<file path="src/rtl/vram_arb_pkg.sv">
package vram_arb_pkg;
  typedef enum logic [1:0] {
    ST_IDLE  = 2'd0,
    ST_WAIT  = 2'd1,
    ST_GRANT = 2'd2
  } acc_state_e;
endpackage

</file>
<file path="src/rtl/de_delay.sv">
module de_delay #(
  parameter int unsigned STAGES = 1
) (
  input  logic clk_i,
  input  logic rst_ni,
  input  logic de_raw_i,
  output logic de_dly_o,
  output logic busy_o
);
  logic [STAGES-1:0] chain_q;

  generate
    for (genvar i = 0; i < STAGES; i++) begin : g_stage
      if (i == 0) begin : g_first
        always_ff @(posedge clk_i or negedge rst_ni)
          if (!rst_ni) chain_q[0] <= 1'b0;
          else         chain_q[0] <= de_raw_i;
      end else begin : g_next
        always_ff @(posedge clk_i or negedge rst_ni)
          if (!rst_ni) chain_q[i] <= 1'b0;
          else         chain_q[i] <= chain_q[i-1];
      end
    end
  endgenerate

  assign de_dly_o = chain_q[STAGES-1];
  // any stage high: display fetch active or about to begin
  assign busy_o   = de_raw_i | (|chain_q);
endmodule

</file>
<file path="src/rtl/access_fsm.sv">
module access_fsm
  import vram_arb_pkg::*;
(
  input  logic clk_i,
  input  logic rst_ni,
  input  logic sel_i,
  input  logic busy_i,
  output logic wait_no,
  output logic grant_o
);
  acc_state_e state_q, state_d;

  always_comb begin
    state_d = state_q;
    unique case (state_q)
      ST_IDLE:  if (sel_i) state_d = busy_i ? ST_WAIT : ST_GRANT;
      ST_WAIT:  if (!sel_i) state_d = ST_IDLE;
                else if (!busy_i) state_d = ST_GRANT;
      ST_GRANT: if (!sel_i) state_d = ST_IDLE;
      default:  state_d = ST_IDLE;
    endcase
  end

  always_ff @(posedge clk_i or negedge rst_ni)
    if (!rst_ni) state_q <= ST_IDLE;
    else         state_q <= state_d;

  logic stall;
  assign stall   = sel_i & (((state_q == ST_IDLE) & busy_i) | (state_q == ST_WAIT));
  assign wait_no = ~stall;
  assign grant_o = (state_q == ST_GRANT);
endmodule

</file>
<file path="src/rtl/addr_mux.sv">
module addr_mux #(
  parameter int unsigned ADDR_W = 14
) (
  input  logic              disp_sel_i,
  input  logic [ADDR_W-1:0] cpu_addr_i,
  input  logic [ADDR_W-1:0] disp_addr_i,
  output logic [ADDR_W-1:0] addr_o
);
  assign addr_o = disp_sel_i ? disp_addr_i : cpu_addr_i;
endmodule

</file>
<file path="src/rtl/vram_arbiter.sv">
module vram_arbiter #(
  parameter int unsigned ADDR_W   = 14,
  parameter int unsigned DE_DELAY = 1
) (
  input  logic              clk_i,
  input  logic              rst_ni,
  input  logic              de_raw_i,
  input  logic              cpu_sel_i,
  input  logic [ADDR_W-1:0] cpu_addr_i,
  input  logic [ADDR_W-1:0] disp_addr_i,
  output logic              de_video_o,
  output logic              wait_no,
  output logic              cpu_grant_o,
  output logic              mux_disp_o,
  output logic [ADDR_W-1:0] mem_addr_o
);
  logic de_dly, busy;

  de_delay #(.STAGES(DE_DELAY)) u_delay (
    .clk_i    (clk_i),
    .rst_ni   (rst_ni),
    .de_raw_i (de_raw_i),
    .de_dly_o (de_dly),
    .busy_o   (busy)
  );

  access_fsm u_fsm (
    .clk_i   (clk_i),
    .rst_ni  (rst_ni),
    .sel_i   (cpu_sel_i),
    .busy_i  (busy),
    .wait_no (wait_no),
    .grant_o (cpu_grant_o)
  );

  addr_mux #(.ADDR_W(ADDR_W)) u_mux (
    .disp_sel_i  (de_dly),
    .cpu_addr_i  (cpu_addr_i),
    .disp_addr_i (disp_addr_i),
    .addr_o      (mem_addr_o)
  );

  assign de_video_o = de_dly;
  assign mux_disp_o = de_dly;
endmodule

</file>
<file path="config.mk">
export PLATFORM = sky130hd
export DESIGN_NAME = vram_arbiter
export DESIGN_NICKNAME = d
export VERILOG_FILES = /design/src/rtl/vram_arb_pkg.sv /design/src/rtl/de_delay.sv /design/src/rtl/access_fsm.sv /design/src/rtl/addr_mux.sv /design/src/rtl/vram_arbiter.sv
export SDC_FILE = /design/constraint.sdc
export NUM_CORES = 1
export LEC_CHECK = 0
export BUFFER_PORTS_ARGS = -buffer_cell sky130_fd_sc_hd__buf_2
export CAP_MARGIN = 20
export CORE_AREA = 10 10 48 50
export DETAILED_ROUTE_END_ITERATION = 8
export DIE_AREA = 0 0 58 60
export PLACE_DENSITY = 0.75
export SETUP_SLACK_MARGIN = 0.3
export SKIP_LAST_GASP = 1
export SLEW_MARGIN = 20
export SYNTH_ARGS = -nofsm -noshare
export SYNTH_HDL_FRONTEND = slang
export SYNTH_HIERARCHICAL = 1
export SYNTH_SLANG_ARGS = --single-unit
</file>
<file path="constraint.sdc">
create_clock -name clk_i -period 0.9 [get_ports clk_i]
set_clock_uncertainty 0.05 [all_clocks]
set_input_delay 0.045 -clock clk_i [delete_from_list [all_inputs] [get_ports clk_i]]
set_output_delay 0.045 -clock clk_i [all_outputs]
set_load 0.03 [all_outputs]
</file>
==> results of run 1 <==
==> cell usage after synthesis <==
library cell	count
nor2_1	1
buf_4	1
mux2_2	14
dfrtp_1	3
and2_1	1
or2_1	1
o21ai_0	1
nor2b_4	1
o21a_1	1
buf_6	1
nor2b_1	1
==> flip-flops by register name, summed over array words and instances, names as in the netlist <==
register and count:
u_fsm/state_q 2, u_delay/de_dly_o 1
==> report_power, final <==
| group | total (mW) | internal, mW | switching [mW] |
|---|---|---|---|
| logic | 0.493 | 0.269 | 0.224 |
| clock network | 0.244 | 0.167 | 0.0770 |
| registers | 0.158 | 0.145 | 0.0128 |
==> metrics by stage <==
| step | worst slack [ns] | area [um^2] |
|---|---|---|
| 2_1_floorplan | -0.245 | 354 |
| 3_3_place_gp | -0.225 | 624 |
| 3_5_place_dp | -0.250 | 624 |
| 4_1_cts | -0.518 | 717 |
| 5_1_grt | -0.538 | 820 |
| 6_report | -0.500 | 820 |
==> layer usage <==
| layer | vias up | routed length [um] |
|---|---|---|
| li1 | 204 | - |
| met1 | 193 | 419 |
| met2 | 35 | 800 |
| met3 | 3 | 304 |
| met4 | 0 | 28 |
| met5 | - | 0 |
==> worst max path at each step <==
stage / end / slack, ns / cells past startpoint
after floorplan: mem_addr_o[10] / -0.25 / 2
after global placement: mem_addr_o[1] / -0.23 / 3
after detailed placement: mem_addr_o[1] / -0.25 / 3
after global routing: mem_addr_o[8] / -0.54 / 3
after CTS: mem_addr_o[1] / -0.52 / 3
final: mem_addr_o[8] / -0.50 / 3
==> cell families (layout without fill, tap and decap cells) <==
kind of cell	Yosys count	in the layout	share of synthesized area
compound gates	2	2	0.0417
mux	14	14	0.525
flops	3	3	0.250
buf+inv	2	58	0.0625
simple gates	5	5	0.121
==> what timing repair did <==
item,in CTS,in global routing
setup endpoints to repair,20,20
cloned,0,1
resized for setup,20,22
buffers inserted,0,1
endpoints found under the hold margin,5,1
==> cell type report <==
type | instances | area [um^2]
Clock buffer | 4 | 26.3
Tap cell | 16 | 20.0
Multi-Input combinational cell | 21 | 270
Fill cell | 146 | 617
Timing Repair Buffer | 54 | 425
Sequential cell | 3 | 77.6
==> worst max-delay path, stage by stage, from the launching register on <==
cell and delay, ns:
dfrtp_2 0.45, clkbuf_16 0.18, mux2_4 0.30, buf_6 0.14
==> flow_summary_export.csv, run 1 <==
group,metric,value,unit
run_status,outcome,"finished with violations",
run_status,violations,"negative hold slack, negative setup slack",
setup_path,path_max_fanout,6,
grt,top_usage_layer,"met2",
floorplanning,dieArea,3480,um^2
setup_path,crit_type,"flop to primary output",
routing,routed_wl,1.55,mm
setup_path,worstReg2RegStart,"u_delay/de_dly_o$_DFF_PN0_",
worst_hold_path,hold_start,"de_raw_i",
synth,syn-num-nets,58,
grt,grt_overflow,0,
grt,grt_pass1_wl,2.26,mm
synth,synthCells,26,
synth,yosysSeqAreaShare,0.250,
setup_path,r2r_cells,3,
clock_network,cts_buffers,3,
finish,instances_no_fill,98,
routing,vias_per_cell,4.44,
clock_network,path_clk_slew,0.04,ns
power_and_ir_drop,power.density,1090,nW/um^2
sta,setup_tns,-8.23,ns
power_and_ir_drop,ir_drop,0.565,mV
synth,yosysUniqueCellTypes,11,
sta,finalCritPeriodShare,1.56,
setup_path,regToRegEndpoint,"u_fsm/state_q[1]$_DFFE_PN0P_",
clock_network,cts_tree,"yes",
synth,synthTopCellsByArea,"mux2_2 52%, dfrtp_1 25%, nor2b_4 4.6%, buf_6 3.8%, buf_4 2.5%",
worst_hold_path,hold_class,"input port to flop",
sta,period_minus_slack,1.40,ns
setup_path,startpoint_type,"flop",
placement,dpl.cell_count,91,
floorplanning,row_count,14,
sta,slew_headroom,0.831,
synth,yosys.area.top_type,"mux2_2",
finish,drive_gt1_frac,0.902,
grt,gr-usage-all-layers,0.0837,
finish,layout_commonest_cell,"buf_2",
sta,grt_setup_unrepaired,"true",
sta,drv_slew,0,
synth,avgSynthCellArea,11.5,um^2
synth,synth_area,300,um^2
floorplanning,core,1440,um^2
clock_network,root_buffer,"clkbuf_4",
placement,dp.final_hpwl,1.25,mm
setup_path,arrival,1.31,ns
grt,grt_pass1_vias,514,
setup_path,cp-startpoint,"u_delay/de_dly_o$_DFF_PN0_",
routing,final_antenna_net_count,0,
routing,vias,435,
routing,drc,0,
grt,use_met1,0.0580,
clock_network,cts.hold.buffers_added,1,
placement,portBuffers,49,
finish,final_core_util,0.571,
sta,hold_violations,2,
setup_path,rrSetupSlack,-0.18,ns
clock_network,cts_sinks,3,
grt,grt_use_met2,0.152,
routing,drt_iter0_markers,2,
sta,hold_ws,-0.122,ns
power_and_ir_drop,power,0.895,mW
sta,worst_pin_slew,0.253,ns
grt,antenna_found_initial,0,
clock_network,ctsLongestPathBuffers,2,
routing,wl_per_cell,15.8,um
finish,area_growth,173,%
grt,use_met3,0.0678,
floorplanning,start_util,0.209,
worst_hold_path,whs_path_depth,1,
finish,diodes,0,
setup_path,end_kind,"primary output",
finish,fin_nets,115,
floorplanning,num_io_pins,50,
finish,final_cell_mix,"32 x buf_2, 18 x buf_6, 14 x mux2_4, 3 x clkbuf_4, 2 x dfrtp_2",
synth,ys_warn_count,6,
grt,grt_max_degree,14,
floorplanning,die_h,60,um
worst_hold_path,min_to,"u_delay/de_dly_o$_DFF_PN0_",
clock_network,worstSkewPairLatency,0.24,ns
routing,firstDrtPassIters,2,
placement,place_congestion,0.597,
sta,worst_slack,-0.500,ns
job,cap_violations,0,
clock_network,h-tree-depth,1,
power_and_ir_drop,leakage,0.450,nW
sta,setup_viol,20,
synth,synth.ff_latch_count,3,
floorplanning,chipWidth,58,um
setup_path,critPathRequiredTime,0.81,ns
synth,yosys.area.top_type_share,0.525,
sta,fmax,714,MHz
No activity file was read; power rests on OpenSTA's default activity.
==> run 2, diff against run 1 <==
--- a/config.mk
+++ b/config.mk
@@ -5,12 +5,15 @@
 export SDC_FILE = /design/constraint.sdc
 export NUM_CORES = 1
 export LEC_CHECK = 0
+export ABC_CLOCK_PERIOD_IN_PS = 900
 export BUFFER_PORTS_ARGS = -buffer_cell sky130_fd_sc_hd__buf_2
 export CAP_MARGIN = 20
-export CORE_AREA = 10 10 48 50
+export CELL_PAD_IN_SITES_DETAIL_PLACEMENT = 1
+export CELL_PAD_IN_SITES_GLOBAL_PLACEMENT = 2
+export CORE_AREA = 10 10 66 68
 export DETAILED_ROUTE_END_ITERATION = 8
-export DIE_AREA = 0 0 58 60
-export PLACE_DENSITY = 0.75
+export DIE_AREA = 0 0 76 78
+export PLACE_DENSITY = 0.77
 export SETUP_SLACK_MARGIN = 0.3
 export SKIP_LAST_GASP = 1
 export SLEW_MARGIN = 20
==> constraint.sdc (replaced) <==
create_clock -name clk_i -period 0.9 [get_ports clk_i]
set_clock_uncertainty 0.05 [all_clocks]
set_input_delay 0.09 -clock clk_i [delete_from_list [all_inputs] [get_ports clk_i]]
set_output_delay 0.09 -clock clk_i [all_outputs]
set_load 0.03 [all_outputs]
==> flow_summary_export.csv, run 2 (synthesis gave the netlist of run 1 again) <==
group,metric,value,unit
run_status,outcome,"finished with violations",
run_status,violations,"negative hold slack, negative setup slack",
sta,hold_violations,1,
power_and_ir_drop,power,0.870,mW
finish,layout_commonest_cell,"buf_2",
sta,setup_tns,-8.54,ns
setup_path,worstReg2RegStart,"u_delay/de_dly_o$_DFF_PN0_",
sta,slew_headroom,0.840,
finish,area_growth,172,%
routing,drt_iter0_markers,3,
sta,setup_viol,20,
sta,hold_ws,-0.0675,ns
finish,fillers,382,
clock_network,cts_setup_buffers,0,
floorplanning,core,3180,um^2
floorplanning,start_util,0.0945,
sta,finalCritPeriodShare,1.59,
setup_path,r2r_cells,4,
sta,drv_slew,0,
floorplanning,num_io_pins,50,
clock_network,ctsLongestPathBuffers,2,
worst_hold_path,hold_start,"de_raw_i",
setup_path,startpoint_type,"flop",
placement,portBuffers,49,
worst_hold_path,whs_path_depth,1,
placement,place_area,669,um^2
grt,antenna_found_initial,0,
floorplanning,chipWidth,76,um
worst_hold_path,min_to,"u_delay/de_dly_o$_DFF_PN0_",
clock_network,cts_buffers,3,
routing,firstDrtPassIters,2,
setup_path,arrival,1.29,ns
grt,grt_pass1_wl,2.57,mm
sta,worst_pin_slew,0.239,ns
setup_path,end_kind,"primary output",
grt,grt_pass1_vias,533,
routing,wl_per_cell,13.5,um
grt,grt_overflow,0,
worst_hold_path,hold_class,"input port to flop",
grt,gr-usage-all-layers,0.0545,
clock_network,cts_sinks,3,
finish,drive_gt1_frac,0.901,
placement,dpl_worst_slack,-0.283,ns
job,cap_violations,0,
finish,regMostFlops,"u_fsm/state_q",
setup_path,path_max_fanout,11,
placement,place_congestion,0.636,
finish,fin_nets,114,
finish,finalInstanceArea,816,um^2
sta,worst_slack,-0.527,ns
sta,fmax,701,MHz
setup_path,crit_type,"flop to primary output",
routing,routed_wl,1.72,mm
placement,dp.final_hpwl,1.46,mm
power_and_ir_drop,leakage,0.429,nW
grt,grt_max_degree,12,
floorplanning,row_count,21,
setup_path,critPathRequiredTime,0.76,ns
finish,final_core_util,0.257,
clock_network,cts.hold.buffers_added,1,
power_and_ir_drop,ir_drop,0.389,mV
setup_path,regToRegEndpoint,"u_fsm/state_q[1]$_DFFE_PN0P_",
sta,period_minus_slack,1.43,ns
power_and_ir_drop,power.density,1070,nW/um^2
clock_network,cts_tree,"yes",
floorplanning,dieArea,5930,um^2
sta,grt_setup_unrepaired,"true",
setup_path,rrSetupSlack,-0.26,ns
finish,diodes,0,
clock_network,path_clk_slew,0.04,ns
finish,largest_reg_flops,2,
routing,final_antenna_net_count,0,
clock_network,worstSkewPairLatency,0.23,ns
clock_network,h-tree-depth,1,
routing,vias_per_cell,3.56,
finish,instances_no_fill,127,
placement,dpl.cell_count,122,
routing,drc,0,
routing,vias,452,
floorplanning,die_h,78,um
clock_network,root_buffer,"clkbuf_4",
finish,final_cell_mix,"31 x buf_2, 14 x buf_6, 13 x mux2_4, 6 x buf_4, 3 x clkbuf_4",
## run 2: cell types whose count changed in the layout (fill, tap and decap cells not counted)
cell | previous run | this run
mux2_2 | 0 | 1
buf_6 | 18 | 14
buf_2 | 32 | 31
clkbuf_16 | 1 | 0
buf_4 | 1 | 6
mux2_4 | 14 | 13
## run 2: what timing repair did
item,CTS,global route
gates resized for setup,27,10
hold endpoints to repair,4,1
setup endpoints to repair,20,20
## run 2: worst max-delay path by stage
stage	from	endpoint	slack, ns	cells after the start
floorplan	u_delay/de_dly_o$_DFF_PN0_	mem_addr_o[10]	-0.29	2
global placement	u_delay/de_dly_o$_DFF_PN0_	mem_addr_o[6]	-0.26	3
detailed placement	u_delay/de_dly_o$_DFF_PN0_	mem_addr_o[4]	-0.28	3
CTS	u_delay/de_dly_o$_DFF_PN0_	mem_addr_o[13]	-0.53	3
global route	u_delay/de_dly_o$_DFF_PN0_	mem_addr_o[9]	-0.57	3
finish	u_delay/de_dly_o$_DFF_PN0_	mem_addr_o[9]	-0.53	3
## run 2: power breakdown
part	leakage, nW	switching [mW]	total (mW)	internal [mW]
logic	0.379	0.225	0.475	0.250
registers	0.0353	0.0119	0.157	0.145
clock network	0.0150	0.0718	0.238	0.166
total	0.429	0.309	0.870	0.562
## run 2: per-layer routing
layer / vias to the layer above / part of all wire / global-route usage
li1: 204 / - / -
met1: 206 / 0.34 / 0.0490
met2: 40 / 0.48 / 0.0910
met3: 2 / 0.17 / 0.0449
met4: 0 / 0.0058 / 0.0170
met5: - / 0 / 0
## run 2: area by class of cell
| cell class | instances | area, um^2 | area share |
|---|---|---|---|
| Tap cell | 46 | 57.6 | 0.0706 |
| Clock buffer | 4 | 26.3 | 0.0322 |
| Sequential cell | 3 | 77.6 | 0.0951 |
| Timing Repair Buffer | 53 | 388 | 0.475 |
| Multi-Input combinational cell | 21 | 267 | 0.327 |
## run 2: critical path, stage by stage, from the launching register on
cell,delay (ns)
dfrtp_2,0.43
buf_12,0.16
mux2_4,0.30
buf_4,0.17
